### config.mk
export PLATFORM = sky130hd
export DESIGN_NAME = fc_spi_master
export DESIGN_NICKNAME = d
export VERILOG_FILES = /design/src/rtl/fc_spi_pkg.sv /design/src/rtl/fc_edge_tick.sv /design/src/rtl/fc_shift_pair.sv /design/src/rtl/fc_spi_master.sv
export SDC_FILE = /design/constraint.sdc
export NUM_CORES = 1
export LEC_CHECK = 0
export ABC_CLOCK_PERIOD_IN_PS = 4200
export CORE_ASPECT_RATIO = 0.75
export CORE_MARGIN = 3
export CORE_UTILIZATION = 25
export CTS_CLUSTER_DIAMETER = 30
export CTS_CLUSTER_SIZE = 30
export DETAILED_ROUTE_END_ITERATION = 12
export SYNTH_ARGS = -nofsm -noshare
export SYNTH_HDL_FRONTEND = slang
export SYNTH_SLANG_ARGS = --single-unit
### constraint.sdc
create_clock -name clk -period 4.2 [get_ports clk]
set_clock_uncertainty 0.1 [all_clocks]
set_input_delay 1.05 -clock clk [delete_from_list [all_inputs] [get_ports clk]]
set_output_delay 1.05 -clock clk [all_outputs]
set_load 0.01 [all_outputs]
### src/rtl/fc_spi_pkg.sv
package fc_spi_pkg;
    localparam int BYTE_W = 8;
    localparam int BITS_W = $clog2(BYTE_W + 1);

    typedef enum logic [2:0] {
        ST_IDLE,
        ST_RUN,
        ST_PAUSE,
        ST_TAIL,
        ST_CSUP
    } fc_state_e;

    typedef struct packed {
        fc_state_e          st;
        logic               sck;
        logic               cs_n;
        logic               mode3;
        logic               cont;
        logic [BITS_W-1:0]  bits;
        logic [1:0]         rises;
        logic               fin;
        logic               tail;
    } fc_ctl_t;
endpackage

### src/rtl/fc_edge_tick.sv
module fc_edge_tick #(
    parameter int HALF_W = 8
) (
    input  logic              clk,
    input  logic              rst_n,
    input  logic              run,
    input  logic [HALF_W-1:0] half,
    output logic              tick
);
    logic [HALF_W-1:0] cnt_q, cnt_d, lim;

    always_comb begin
        lim   = (half == '0) ? '0 : half - HALF_W'(1);
        tick  = run && (cnt_q == lim);
        cnt_d = (!run || tick) ? '0 : cnt_q + HALF_W'(1);
    end

    always_ff @(posedge clk or negedge rst_n) begin
        if (!rst_n) cnt_q <= '0;
        else        cnt_q <= cnt_d;
    end

    // a level longer than one clock never sees two strobes in a row
    a_r2_tick_gap: assert property (@(posedge clk) disable iff (!rst_n)
        (tick && lim != '0) |=> !tick);
endmodule

### src/rtl/fc_shift_pair.sv
module fc_shift_pair
    import fc_spi_pkg::*;
#(
    parameter int W = BYTE_W
) (
    input  logic         clk,
    input  logic         rst_n,
    input  logic         load,
    input  logic [W-1:0] load_byte,
    input  logic         launch,
    input  logic         capture,
    input  logic         clr,
    input  logic         miso_in,
    output logic         mosi_out,
    output logic [W-1:0] rx_byte,
    output logic         rx_valid
);
    localparam int CW = $clog2(W);

    typedef struct packed {
        logic [W-1:0]  tx_sh;
        logic [W-1:0]  rx_sh;
        logic [CW-1:0] rx_cnt;
        logic          mosi;
        logic [W-1:0]  rx_byte;
        logic          rx_valid;
    } sh_t;

    sh_t q, d;

    always_comb begin
        d          = q;
        d.rx_valid = 1'b0;
        if (load) d.tx_sh = load_byte;
        if (launch) begin
            d.mosi  = q.tx_sh[W-1];
            d.tx_sh = {q.tx_sh[W-2:0], 1'b0};
        end
        if (clr) d.rx_cnt = '0;
        if (capture) begin
            d.rx_sh  = {q.rx_sh[W-2:0], miso_in};
            d.rx_cnt = q.rx_cnt + CW'(1);
            if (q.rx_cnt == CW'(W - 1)) begin
                d.rx_cnt   = '0;
                d.rx_byte  = {q.rx_sh[W-2:0], miso_in};
                d.rx_valid = 1'b1;
            end
        end
    end

    always_ff @(posedge clk or negedge rst_n) begin
        if (!rst_n) q <= '0;
        else        q <= d;
    end

    assign mosi_out = q.mosi;
    assign rx_byte  = q.rx_byte;
    assign rx_valid = q.rx_valid;

    // the byte strobe never lasts two cycles
    a_r5_valid_single: assert property (@(posedge clk) disable iff (!rst_n)
        rx_valid |=> !rx_valid);
endmodule

### src/rtl/fc_spi_master.sv
module fc_spi_master
    import fc_spi_pkg::*;
#(
    parameter int HALF_W = 8
) (
    input  logic              clk,
    input  logic              rst_n,
    input  logic [HALF_W-1:0] cfg_half,
    input  logic              cfg_mode3,
    input  logic              start,
    input  logic              cont,
    input  logic [BYTE_W-1:0] tx_byte,
    output logic [BYTE_W-1:0] rx_byte,
    output logic              rx_valid,
    output logic              busy,
    output logic              sck,
    output logic              cs_n,
    output logic              mosi,
    input  logic              miso
);
    localparam logic [BITS_W-1:0] LAST_BIT = BITS_W'(BYTE_W);

    fc_ctl_t q, d;
    logic run, tick, load, launch, capture, clr;

    fc_edge_tick #(.HALF_W(HALF_W)) u_tick (
        .clk  (clk),
        .rst_n(rst_n),
        .run  (run),
        .half (cfg_half),
        .tick (tick)
    );

    fc_shift_pair #(.W(BYTE_W)) u_shift (
        .clk      (clk),
        .rst_n    (rst_n),
        .load     (load),
        .load_byte(tx_byte),
        .launch   (launch),
        .capture  (capture),
        .clr      (clr),
        .miso_in  (miso),
        .mosi_out (mosi),
        .rx_byte  (rx_byte),
        .rx_valid (rx_valid)
    );

    assign run  = (q.st == ST_RUN) || (q.st == ST_TAIL);
    assign busy = !((q.st == ST_IDLE) || (q.st == ST_PAUSE));
    assign sck  = q.sck;
    assign cs_n = q.cs_n;

    always_comb begin
        d       = q;
        load    = 1'b0;
        launch  = 1'b0;
        capture = 1'b0;
        clr     = 1'b0;
        case (q.st)
            ST_IDLE: begin
                d.sck  = cfg_mode3;
                d.cs_n = 1'b1;
                if (start) begin
                    d.cs_n  = 1'b0;
                    d.mode3 = cfg_mode3;
                    d.cont  = cont;
                    d.bits  = '0;
                    d.rises = 2'd0;
                    d.fin   = 1'b0;
                    load    = 1'b1;
                    clr     = 1'b1;
                    d.st    = ST_RUN;
                end
            end
            ST_RUN: begin
                if (tick) begin
                    if (q.sck) begin
                        d.sck = 1'b0;
                        if (q.rises == 2'd2) capture = 1'b1;
                        if (q.fin) begin
                            d.tail = 1'b0;
                            d.st   = ST_TAIL;
                        end
                    end else if (q.bits == LAST_BIT && q.cont) begin
                        d.st = ST_PAUSE;
                    end else begin
                        d.sck   = 1'b1;
                        d.rises = (q.rises == 2'd2) ? 2'd2 : q.rises + 2'd1;
                        if (q.bits < LAST_BIT) begin
                            launch = 1'b1;
                            d.bits = q.bits + BITS_W'(1);
                        end else begin
                            d.fin = 1'b1;
                        end
                    end
                end
            end
            ST_PAUSE: begin
                if (start) begin
                    load   = 1'b1;
                    d.cont = cont;
                    d.bits = '0;
                    d.st   = ST_RUN;
                end
            end
            ST_TAIL: begin
                if (tick) begin
                    if (q.tail) begin
                        d.cs_n = 1'b1;
                        d.st   = ST_CSUP;
                    end else begin
                        d.tail = 1'b1;
                    end
                end
            end
            ST_CSUP: begin
                d.sck = q.mode3;
                d.st  = ST_IDLE;
            end
            default: d.st = ST_IDLE;
        endcase
    end

    always_ff @(posedge clk or negedge rst_n) begin
        if (!rst_n) begin
            q       <= '0;
            q.st    <= ST_IDLE;
            q.cs_n  <= 1'b1;
        end else begin
            q <= d;
        end
    end

    // the data line moves only together with a rising serial clock
    a_r3_mosi_on_rise: assert property (@(posedge clk) disable iff (!rst_n)
        !$stable(mosi) |-> $rose(sck));

    // a received byte is announced with a falling serial clock
    a_r5_valid_on_fall: assert property (@(posedge clk) disable iff (!rst_n)
        rx_valid |-> $fell(sck));

    // a paused, still-selected link holds its clock low
    a_r7_pause_sck_low: assert property (@(posedge clk) disable iff (!rst_n)
        (!busy && !cs_n) |-> !sck);

    // deselect never coincides with a clock edge
    a_r8_cs_rise_quiet: assert property (@(posedge clk) disable iff (!rst_n)
        $rose(cs_n) |-> $stable(sck));
endmodule

==> results.md, run 1 <==
- Status: finished, final reports clean
- GRT Overall Usage: 10.4%
- Count of nets after finishing: 366
- Number of violations of the max-capacitance limit: 0
- Leak pwr: 1.60 nW
- Warning count from the yosys run: 0
- Worst path top cell family by delay: buffers and inverters
- Number of vias per cell after detailed routing: 4.87
- Combinational power share: 23.8%
- Count of different cell masters after synthesis: 49
- Min cycle time layout: 4.08 ns
- Slack of the worst reg-to-reg path: 1.27 ns
- X dimension of the die: 129 um
- Chip Height: 98.1 um
- Slew Limit Fails: 0
- Maximum fanout count along the critical path: 5
- Starting density of the core: 26.6%
- Worst supply voltage drop on vdd: 0.211 mV
- Post-DP HPWL: 4.88 mm
- Maximum number of buffers from clock root to sink: 2
- Cell count after synthesis: 285
- Number of clock buffers inserted by TritonCTS: 5
- Worst path most repeated cell: sky130_fd_sc_hd__buf_4
- I/O pin count: 35
- Slew of the pin with the lowest slew margin: 0.636 ns
- Clock Tree Root: sky130_fd_sc_hd__clkbuf_16
- Largest net degree at the start of global routing: 28
- Total wire length after detailed routing: 6.57 mm
- Input/output buffers: 34
- Final Wtd Congestion: 0.830
- Critical path required time: 4.27 ns
- Part of the power in registers: 43.6%
- Pwr Density: 427 nW/um2
- Antenna-violating nets left: 0
- Final Total Pwr: 0.00157 W
- Critical path launch point type: input pin
- Buffers inserted during post-CTS setup optimization: 0
- Wire length of the first global-routing pass: 11.0 mm
- Clk slew on worst S/H paths: 0.06 ns
- Relative slew slack: 57.6%
- Count of cells along the worst hold path: 2
- Number of detailed-route iterations in the first pass: 4
- CTS tree: done
- Sequential cell area fraction in the yosys report: 45.1%
- Post-Syn Nets: 315
- Synthesized flop and latch total: 51
- Biggest area consumer among synthesized cells: sky130_fd_sc_hd__dfrtp_1
- Number of stages on the worst setup path: 13
- Endpoint class of the critical path: register
- Area share of the largest cell type after synthesis: 44.2%
- Portion of total power attributed to the clock network: 32.6%
- Synthesized area per cell: 9.93 um2
- Worst endpoint data arrival time: 4.16 ns
- Synthesis-to-layout area growth: 29.6%
- Tightest Hold Check Type: register to register
- Vias in the first global route: 2,250
- Crit path largest cell delay: 0.54 ns
- Sw Ratio: 28.5%
- Logic depth of the worst register-to-register path: 9
- Number of instances in the placed design: 465
- Cell with the largest stage delay on the worst path: sky130_fd_sc_hd__or4b_4
- Number of standard cells in the layout, taps in and fillers out: 473
- Total inserted antenna cells: 0
- Layout fillers: 1,096
- Cts-stage hold buffer count: 0
- Internal portion of total power: 0.00112 W
- H-tree level count: 2
- Worst path buffer plus inverter count: 6
- Net Switching: 0.000447 W
- Detailed-route wire length per cell: 13.9 um
- Number of antenna violations at the first check in global routing: 0
- Synthesized cell area: 2830 um2
- DRC violation total after the first TritonRoute iteration: 89
- Number of sinks on the clock net: 51
- Via count of the routed design: 2,303
- Die ar.: 12,600 um2
- # DRC: 0
- Share of cells above drive strength 1: 21.1%
- Achievable frequency: 0.245 GHz
- Overflow after GRT: 0
- Placement row count: 32
- Cell breakdown of the critical path: clkdlybuf4s50_1 > inv_1 > ha_1 > buf_4 > a2111oi_1 > a311oi_1 > or4b_4 > buf_4 > nor4b_1 > buf_4 > buf_4 > nand4_1 > a22o_1
- Kind of critical path: input pin to register
- Cell types occupying the most area after synthesis: sky130_fd_sc_hd__dfrtp_1 (44%), sky130_fd_sc_hd__mux2_2 (8.4%), sky130_fd_sc_hd__nor2_1 (3.8%)
- Final hold violation count: 0
- Area of the core: 10,700 um2
- Number of setup violations in the final report: 0
- Fin crit share: 97.2%
- Insertion delay of the later-clocked pin in the worst-skew pair: 0.28 ns
## cells in the final DEF (no fill, tap or decap), drive strengths merged, types with 3 or more instances in the layout
cell type,instances
nor3,8
nand2b,7
nor2b,6
mux2,21
a21oi,9
a221o,7
nand3,8
buf,28
or3,4
a31oi,5
a2111oi,4
xnor2,5
and2,8
nor2,29
o21ai,8
nor4,4
dfrtp,50
inv,15
nand4,3
a211o,3
clkdlybuf4s50,33
and3,5
nor4b,3
clkbuf,6
ha,8
o22ai,3
nand2,22
## final timing paths
| path | startpoint | to |
|---|---|---|
| min | q[9] | q[9] |
| min in group asynchronous | rst_n | u_shift.q[21] |
| max in group asynchronous | rst_n | u_shift.q[24] |
| min reg2reg | q[9] | q[9] |
| max reg2reg | u_tick.cnt_q[6] | q[0] |
| max | cfg_half[0] | q[0] |
## power by group through the flow
stage | clock [W] | combinational, W | sequential, W
floorplan | 0 | 0.000256 | 0.000646
global placement | 0 | 0.000354 | 0.000686
detailed placement | 0 | 0.000362 | 0.000687
CTS | 0.000526 | 0.000365 | 0.000679
global route | 0.000546 | 0.000423 | 0.000696
finish | 0.000511 | 0.000373 | 0.000683
## layer usage
layer  global-route usage [%]  vias up  routed length, um
li1                         -     1123                  -
met1                     15.6     1116               3440
met5                        0        -                  0
met2                     15.6       62               2820
met4                     1.05        0                  8
met3                     2.62        2                297
## per-stage QoR
stage | instance area (um2) | util, % | setup TNS [ns] | hold slack [ns] | worst slack [ns]
after floorplan | 2830 | - | 0 | 0.347 | 0.263
after global placement | 3450 | 32.4 | -10.43 | 0.368 | -0.286
after detailed placement | 3450 | 32.4 | -9.91 | 0.372 | -0.287
after CTS | 3640 | 34.2 | 0 | 0.387 | 0.0531
after global routing | 3670 | 34.4 | -0.00158 | 0.427 | -0.00158
final | 3670 | 34.4 | 0 | 0.383 | 0.116
## synthesized netlist by cell type (all sizes together)
| library cell | instances |
|---|---|
| nand3 | 8 |
| or2 | 1 |
| o21ai | 8 |
| a311oi | 2 |
| mux2i | 1 |
| o22ai | 3 |
| nor4 | 4 |
| a22o | 1 |
| nand2 | 22 |
| nor3 | 8 |
| a2111oi | 4 |
| nand3b | 2 |
| o211a | 1 |
| a41oi | 1 |
| o21ba | 1 |
| and3 | 5 |
| clkbuf | 7 |
| o32ai | 1 |
| nor2b | 6 |
| nand4 | 3 |
| nor4b | 3 |
| a211o | 3 |
| nor2 | 29 |
| o31a | 1 |
| dfstp | 1 |
| mux2 | 21 |
| a31oi | 5 |
| or3 | 4 |
| dfrtp | 50 |
| or4b | 2 |
| a32oi | 2 |
| xor2 | 2 |
| and2 | 8 |
| o311a | 1 |
| inv | 15 |
| a21oi | 9 |
| a221o | 7 |
| xnor2 | 5 |
| a31o | 1 |
| ha | 8 |
| buf | 10 |
| nand2b | 7 |
| o31ai | 2 |
## tightest hold or removal path, cell delays in order, from the launching register on
cell and delay (ns):
sky130_fd_sc_hd__dfrtp_1 0.34, sky130_fd_sc_hd__nand2_1 0.05, sky130_fd_sc_hd__nand2_1 0.06
## final cells by class
cell class / count / area, um2 / share of cell area [%]
Clock buffer: 6 / 129 / 3.51
Clock inverter: 2 / 60.1 / 1.64
Inverter: 15 / 56.3 / 1.54
Multi-Input combinational cell: 202 / 1440 / 39.2
Sequential cell: 51 / 1280 / 34.8
Tap cell: 136 / 170 / 4.64
Timing Repair Buffer: 61 / 538 / 14.7
## sequential cells by signal, summed over array words and instances (netlist names)
register,flops
q,13
cs_n,1
u_shift.rx_byte,8
u_tick.cnt_q,8
u_shift.q,18
u_shift.mosi_out,1
u_shift.rx_valid,1
sck,1
## what timing repair did
| action | CTS | global route |
|---|---|---|
| endpoints found under the setup margin | 1 | 45 |
| pin swaps | 0 | 0 |
| cloned | 0 | 0 |
| gates resized for setup | 1 | 6 |
## logic make-up after synthesis
logic type      after synthesis  share of synthesized area (%)
compound gates               53                           13.8
xor+xnor                      7                           2.17
simple gates                112                           21.2
buf+inv                      32                           5.39
fa+ha+maj                     8                           3.54
mux                          22                           8.71
flops                        51                           45.1
Note: power is estimated with default switching activity, not from simulation.
==> run 2: changes to the inputs <==
--- a/config.mk
+++ b/config.mk
@@ -12,6 +12,8 @@
 export CTS_CLUSTER_DIAMETER = 30
 export CTS_CLUSTER_SIZE = 30
 export DETAILED_ROUTE_END_ITERATION = 12
+export SKIP_LAST_GASP = 1
 export SYNTH_ARGS = -nofsm -noshare
 export SYNTH_HDL_FRONTEND = slang
+export SYNTH_HIERARCHICAL = 1
 export SYNTH_SLANG_ARGS = --single-unit
==> run 2 against run 1 <==
- register-to-register slack better by 0.20 ns
- critical endpoint is now u_shift/q[15]
- non-clock buffer count is 4 lower
- via count shrank 4.7%
- critical path type unchanged
- worst hold slack worse by 0.0028 ns
- wire length shrank 7.0%
- combinational power rose by 3%
- setup slack better by 0.052 ns
- total power shrank 3.5%
- maximum frequency is 1.3% higher
==> results.md, run 2 <==
- Starting density of the core: 26.0%
- Relative slew slack: 54.6%
- Biggest area consumer among synthesized cells: sky130_fd_sc_hd__dfrtp_1
- Top-count cell post-synth: sky130_fd_sc_hd__dfrtp_1
- Post-DP HPWL: 4.72 mm
- Slew Limit Fails: 0
- Insertion delay of the later-clocked pin in the worst-skew pair: 0.29 ns
- Status: finished, final reports clean
- Area post-placement: 3440 um2
- Critical path launch point type: input pin
- Proportion of register bits with asynchronous set or reset after synthesis: 100%
- Count of nets after finishing: 352
- Synthesized area per cell: 10.4 um2
- Synthesized flop and latch total: 51
- Tightest Hold Check Type: register to register
- Dominant register cell in the synthesized netlist: sky130_fd_sc_hd__dfrtp_1
- Area of the multi-input gates: 1430 um2
- Pwr Density: 418 nW/um2
- Pre-CTS worst setup slack: -0.197 ns
- Maximum number of buffers from clock root to sink: 2
- Slew of the pin with the lowest slew margin: 0.680 ns
- Placement row count: 33
- CTS tree: done
- Final hold violation count: 0
- Cell count after synthesis: 276
- Count of flip-flops with a built-in enable after synthesis: 0
- Post-Syn Nets: 306
- Maximum fanout count along the critical path: 8
- Antenna-violating nets left: 0
- Number of detailed-route iterations in the first pass: 5
- Area of the core: 11,100 um2
- Top cells by count, synth: sky130_fd_sc_hd__dfrtp_1 (50), sky130_fd_sc_hd__nand2_1 (21), sky130_fd_sc_hd__mux2_2 (19)
- Share of cells above drive strength 1: 21.4%
- Number of violations of the max-capacitance limit: 0
- GRT Overall Usage: 10.2%
- Cts-stage hold buffer count: 0
- RSZ-0062 raised after global routing: false
- Wire length of the first global-routing pass: 10.9 mm
- Endpoint class of the critical path: register
- Final Wtd Congestion: 0.822
- H-tree level count: 2
- Count of different cell masters after synthesis: 59
- Clk slew on worst S/H paths: 0.06 ns
- Vias in the first global route: 2,268
- Clock Tree Root: sky130_fd_sc_hd__clkbuf_16
- Most frequent cells in the layout: sky130_fd_sc_hd__dfrtp_1 (50), sky130_fd_sc_hd__clkdlybuf4s50_1 (33), sky130_fd_sc_hd__buf_4 (23)
- Fin crit share: 96.0%
- Final worst slack: 0.168 ns
- I/O pin count: 35
- Most common cell after layout, fill and taps aside: sky130_fd_sc_hd__dfrtp_1
- Registers with the most flip-flops: u_shift/q: 18 flops, q: 13 flops
- Layout fillers: 1,121
- Cell types occupying the most area after synthesis: sky130_fd_sc_hd__dfrtp_1 (43%), sky130_fd_sc_hd__mux2_2 (7.4%), sky130_fd_sc_hd__ha_1 (3.5%)
- Worst endpoint data arrival time: 4.10 ns
- Buffers inserted during post-CTS setup optimization: 0
- Critical path required time: 4.27 ns
- Number of antenna violations at the first check in global routing: 0
- Sequential cell area fraction in the yosys report: 44.3%
- Leak pwr: 1.57 nW
- Number of setup violations in the final report: 0
- DRC violation total after the first TritonRoute iteration: 50
- Max FFs per register: 18
- Area share of the largest cell type after synthesis: 43.4%
- Number of clock buffers inserted by TritonCTS: 5
- Total inserted antenna cells: 0
- Input/output buffers: 34
- Total wire length after detailed routing: 6.11 mm
- Synthesized cell area: 2880 um2
- Final standard cell area without fillers: 3620 um2
- Worst supply voltage drop on vdd: 0.207 mV
- Synthesis-to-layout area growth: 25.6%
- Die ar.: 12,900 um2
- Via count of the routed design: 2,195
- Detailed-route wire length per cell: 13.2 um
- Largest net degree at the start of global routing: 31
- X dimension of the die: 130 um
- Count of cells along the worst hold path: 2
- Number of vias per cell after detailed routing: 4.74
- Register containing the most flip-flops in the final layout: u_shift/q
- # DRC: 0
- Overflow after GRT: 0
- Warning count from the yosys run: 6
- Number of sinks on the clock net: 51
- Sequential cell area: 1280 um2
- Logic depth of the worst register-to-register path: 9
- Chip Height: 99.0 um
- Post_cts resized: 0
- Min cycle time layout: 4.03 ns
- Achievable frequency: 0.248 GHz
- Kind of critical path: input pin to register
-- run 2: cell count changes after synthesis, sizes merged, moves of 4 or more --
cell / previous run / this run
a221o: 7 / 1
clkbuf: 7 / 2
nor3b: 0 / 6
and2: 8 / 3
nor3: 8 / 4
xor2: 2 / 6
nor2: 29 / 17
o211ai: 0 / 5
buf: 10 / 16
o21ai: 8 / 17
mux2i: 1 / 10
a21oi: 9 / 3
-- run 2: logic make-up after synthesis --
| group | share of synthesized area, % |
|---|---|
| XOR/XNOR | 3.64 |
| flip-flops | 44.3 |
| buffers and inverters | 6.59 |
| AND/OR/NAND/NOR | 18.2 |
| multiplexers | 10.9 |
| adder cells (fa/ha/maj) | 3.47 |
| AO/OA/AOI/OAI | 12.9 |
-- run 2: power by group --
part	leakage (nW)	switching (W)	total, W	internal (W)
sequential	0.679	0.0000921	0.000671	0.000579
clock	0.0838	0.000175	0.000456	0.000281
combinational	0.811	0.000191	0.000386	0.000194
total	1.57	0.000459	0.00151	0.00105
-- run 2: stage by stage --
step                cells  hold slack [ns]  power, W  utilization (%)  TNS (ns)
floorplan             276            0.349  0.000916                -         0
global placement      455            0.359   0.00105             31.0    -0.560
detailed placement    455            0.367   0.00107             31.0     -3.11
CTS                   463            0.384   0.00153             32.5         0
global route          463            0.417   0.00162             32.6         0
finish                463            0.381   0.00151             32.6         0
-- run 2: worst paths after layout --
kind,startpoint,slack (ns),end
worst min register to register,u_shift/q[26],0.38,u_shift/q[27]
worst max-delay path,cfg_half[1],0.17,u_shift/q[15]
max in group asynchronous,rst_n,2.56,u_shift/rx_byte[5]
min in group asynchronous,rst_n,0.70,u_shift/q[21]
worst min-delay path,u_shift/q[26],0.38,u_shift/q[27]
worst max register to register,u_tick/cnt_q[6],1.47,u_shift/q[15]
-- run 2: area by class of cell --
cell class / instances / share of cell area [%]
clock inverters: 3 / 1.21
repair buffers: 57 / 14.0
well taps: 140 / 4.84
inverters: 17 / 1.76
flip-flops and latches: 51 / 35.3
clock buffers: 5 / 3.46
multi-input cells: 190 / 39.4
-- run 2: per-layer routing --
layer | track usage (%) | part of all wire (%) | vias up | wire length, um
met1 | 14.4 | 49 | 1073 | 3020
li1 | - | - | 1073 | -
met3 | 3.41 | 5.0 | 4 | 304
met5 | 0 | 0 | - | 0
met2 | 15.2 | 45 | 45 | 2760
met4 | 2.32 | 0.41 | 0 | 25
-- run 2: critical path, cell delays in order --
cell                              delay (ns)
sky130_fd_sc_hd__clkdlybuf4s50_1        0.52
sky130_fd_sc_hd__inv_1                  0.08
sky130_fd_sc_hd__ha_1                   0.23
sky130_fd_sc_hd__buf_4                  0.18
sky130_fd_sc_hd__a21oi_1                0.11
sky130_fd_sc_hd__o21ai_0                0.09
sky130_fd_sc_hd__a311o_2                0.41
sky130_fd_sc_hd__a2111oi_4              0.38
sky130_fd_sc_hd__and2_1                 0.20
sky130_fd_sc_hd__and4_2                 0.31
sky130_fd_sc_hd__buf_4                  0.19
sky130_fd_sc_hd__mux2_2                 0.34
==> run 3: changes to the inputs <==
--- a/config.mk
+++ b/config.mk
@@ -12,6 +12,7 @@
 export CTS_CLUSTER_DIAMETER = 30
 export CTS_CLUSTER_SIZE = 30
 export DETAILED_ROUTE_END_ITERATION = 12
+export PLACE_DENSITY = 0.5
 export SKIP_LAST_GASP = 1
 export SYNTH_ARGS = -nofsm -noshare
 export SYNTH_HDL_FRONTEND = slang
==> run 3 against run 2 <==
- sequential share of layout area grew 0.47 points
- die area is the same
- largest power group unchanged
- critical path type unchanged
- combinational power shrank 2%
==> results.md, run 3 (synthesis gave the netlist of run 2 again) <==
- Leak pwr: 1.55 nW
- Most common cell after layout, fill and taps aside: sky130_fd_sc_hd__dfrtp_1
- Tightest Hold Check Type: register to register
- Kind of critical path: input pin to register
- Worst endpoint data arrival time: 4.12 ns
- Maximum fanout count along the critical path: 6
- Number of violations of the max-capacitance limit: 0
- Number of sinks on the clock net: 51
- Starting density of the core: 26.0%
- # DRC: 0
- Slew of the pin with the lowest slew margin: 0.669 ns
- Number of standard cells in the layout, taps in and fillers out: 461
- Status: finished, final reports clean
- Endpoint class of the critical path: register
- Share of cells above drive strength 1: 19.9%
- Worst supply voltage drop on vdd: 0.194 mV
- Detailed-route wire length per cell: 12.7 um
- Chip Height: 99.0 um
- Via count of the routed design: 2,137
- Achievable frequency: 0.251 GHz
- Slew Limit Fails: 0
- Number of clock buffers inserted by TritonCTS: 5
- Vias in the first global route: 2,097
- Placement row count: 33
- Maximum number of buffers from clock root to sink: 2
- Number of instances in the placed design: 453
- Worst R2R Start: u_tick/cnt_q[0]
- Relative slew slack: 55.4%
- End of the worst register-to-register path: q[12]
- Min cycle time layout: 3.99 ns
- Post-DP HPWL: 4.42 mm
- X dimension of the die: 130 um
- Insertion delay of the later-clocked pin in the worst-skew pair: 0.29 ns
- Registers with the most flip-flops: u_shift/q: 18 flops, q: 13 flops
- Pwr Density: 404 nW/um2
- Area of the multi-input gates: 1420 um2
- Largest net degree at the start of global routing: 31
- Final Wtd Congestion: 0.788
- GRT Overall Usage: 9.66%
- Sequential cell area: 1280 um2
- Clock Tree Root: sky130_fd_sc_hd__clkbuf_16
- Register containing the most flip-flops in the final layout: u_shift/q
- Max FFs per register: 18
- Area of the core: 11,100 um2
- Count of nets after finishing: 350
- Final hold violation count: 0
- Worst Hold End: u_shift/q[23]
- Count of cells along the worst hold path: 2
- Antenna-violating nets left: 0
- Number of vias per cell after detailed routing: 4.64
- Overflow after GRT: 0
- Final Total Pwr: 0.00145 W
- I/O pin count: 35
- Wire length of the first global-routing pass: 10.1 mm
- Total inserted antenna cells: 0
- Critical path launch point type: input pin
- Die ar.: 12,900 um2
- H-tree level count: 2
- Input/output buffers: 34
- Total wire length after detailed routing: 5.87 mm
- Number of setup violations in the final report: 0
- Number of detailed-route iterations in the first pass: 4
- Startpoint of the worst hold path: u_shift/q[22]
- Number of antenna violations at the first check in global routing: 0
- Buffers inserted during post-CTS setup optimization: 0
- Clk slew on worst S/H paths: 0.07 ns
- Logic depth of the worst register-to-register path: 11
- Critical path required time: 4.33 ns
- Layout fillers: 1,102
- Slack of the worst reg-to-reg path: 1.49 ns
- Most frequent cells in the layout: sky130_fd_sc_hd__dfrtp_1 (50), sky130_fd_sc_hd__clkdlybuf4s50_1 (33), sky130_fd_sc_hd__nand2_1 (21), sky130_fd_sc_hd__buf_4 (21), sky130_fd_sc_hd__mux2_2 (19)
- DRC violation total after the first TritonRoute iteration: 109
- CTS tree: done
- Fin crit share: 94.9%
- Synthesis-to-layout area growth: 23.9%
==> run 3: worst max-delay path by stage <==
stage	from	end	slack, ns	cells after the start
2_1_floorplan	cfg_half[3]	u_shift/q[14]	0.25	10
6_report	cfg_half[1]	q[12]	0.21	13
3_5_place_dp	cfg_half[0]	q[12]	-0.04	15
4_1_cts	cfg_half[0]	q[12]	0.26	15
5_1_grt	cfg_half[1]	q[3]	-0.02	13
3_3_place_gp	cfg_half[0]	q[12]	-0.01	15
==> run 3: power by group <==
| part | switching [W] | internal (W) | total (W) |
|---|---|---|---|
| Sequential | 0.0000888 | 0.000579 | 0.000668 |
| Combinational | 0.000187 | 0.000191 | 0.000378 |
| Clock | 0.000180 | 0.000220 | 0.000400 |
==> run 3: area by class of cell <==
cell class	count	area share (%)
Multi-Input combinational cell	190	39.8
Sequential cell	51	35.7
Tap cell	140	4.90
Inverter	17	1.79
Timing Repair Buffer	55	13.8
Clock buffer	6	3.61
Clock inverter	2	0.350
==> run 3: routing by layer <==
layer | share of wire (%) | track usage [%] | up-vias
li1 | - | - | 1069
met1 | 52 | 14.4 | 1030
met2 | 42 | 13.6 | 29
met3 | 3.8 | 2.44 | 9
met4 | 1.7 | 3.04 | 0
met5 | 0 | 0 | -
==> run 3: per-stage QoR <==
step                util, %  setup WS, ns  cell area (um2)  TNS, ns  hold slack (ns)
floorplan                 -         0.245             2880        0            0.349
global placement       30.8       -0.0128             3430  -0.0128            0.367
detailed placement     30.8       -0.0450             3430   -0.266            0.366
CTS                    32.1         0.259             3570        0            0.384
global route           32.2       -0.0221             3570  -0.0421            0.413
finish                 32.2         0.215             3570        0            0.382
==> run 3: worst max-delay path, stage by stage <==
cell,delay [ns]
sky130_fd_sc_hd__clkdlybuf4s50_1,0.42
sky130_fd_sc_hd__buf_4,0.14
sky130_fd_sc_hd__or2_2,0.28
sky130_fd_sc_hd__nor4b_1,0.28
sky130_fd_sc_hd__a41oi_1,0.10
sky130_fd_sc_hd__a311o_2,0.41
sky130_fd_sc_hd__a2111oi_4,0.37
sky130_fd_sc_hd__and2_1,0.19
sky130_fd_sc_hd__buf_4,0.15
sky130_fd_sc_hd__nand2_1,0.09
sky130_fd_sc_hd__o221a_2,0.31
sky130_fd_sc_hd__a211oi_1,0.23
sky130_fd_sc_hd__a21o_1,0.11
==> run 3: timing repair <==
| action | in CTS | in global routing |
|---|---|---|
| resized for setup | 0 | 1 |
| hold buffers | 0 | 0 |
| setup endpoints to repair | 0 | 2 |
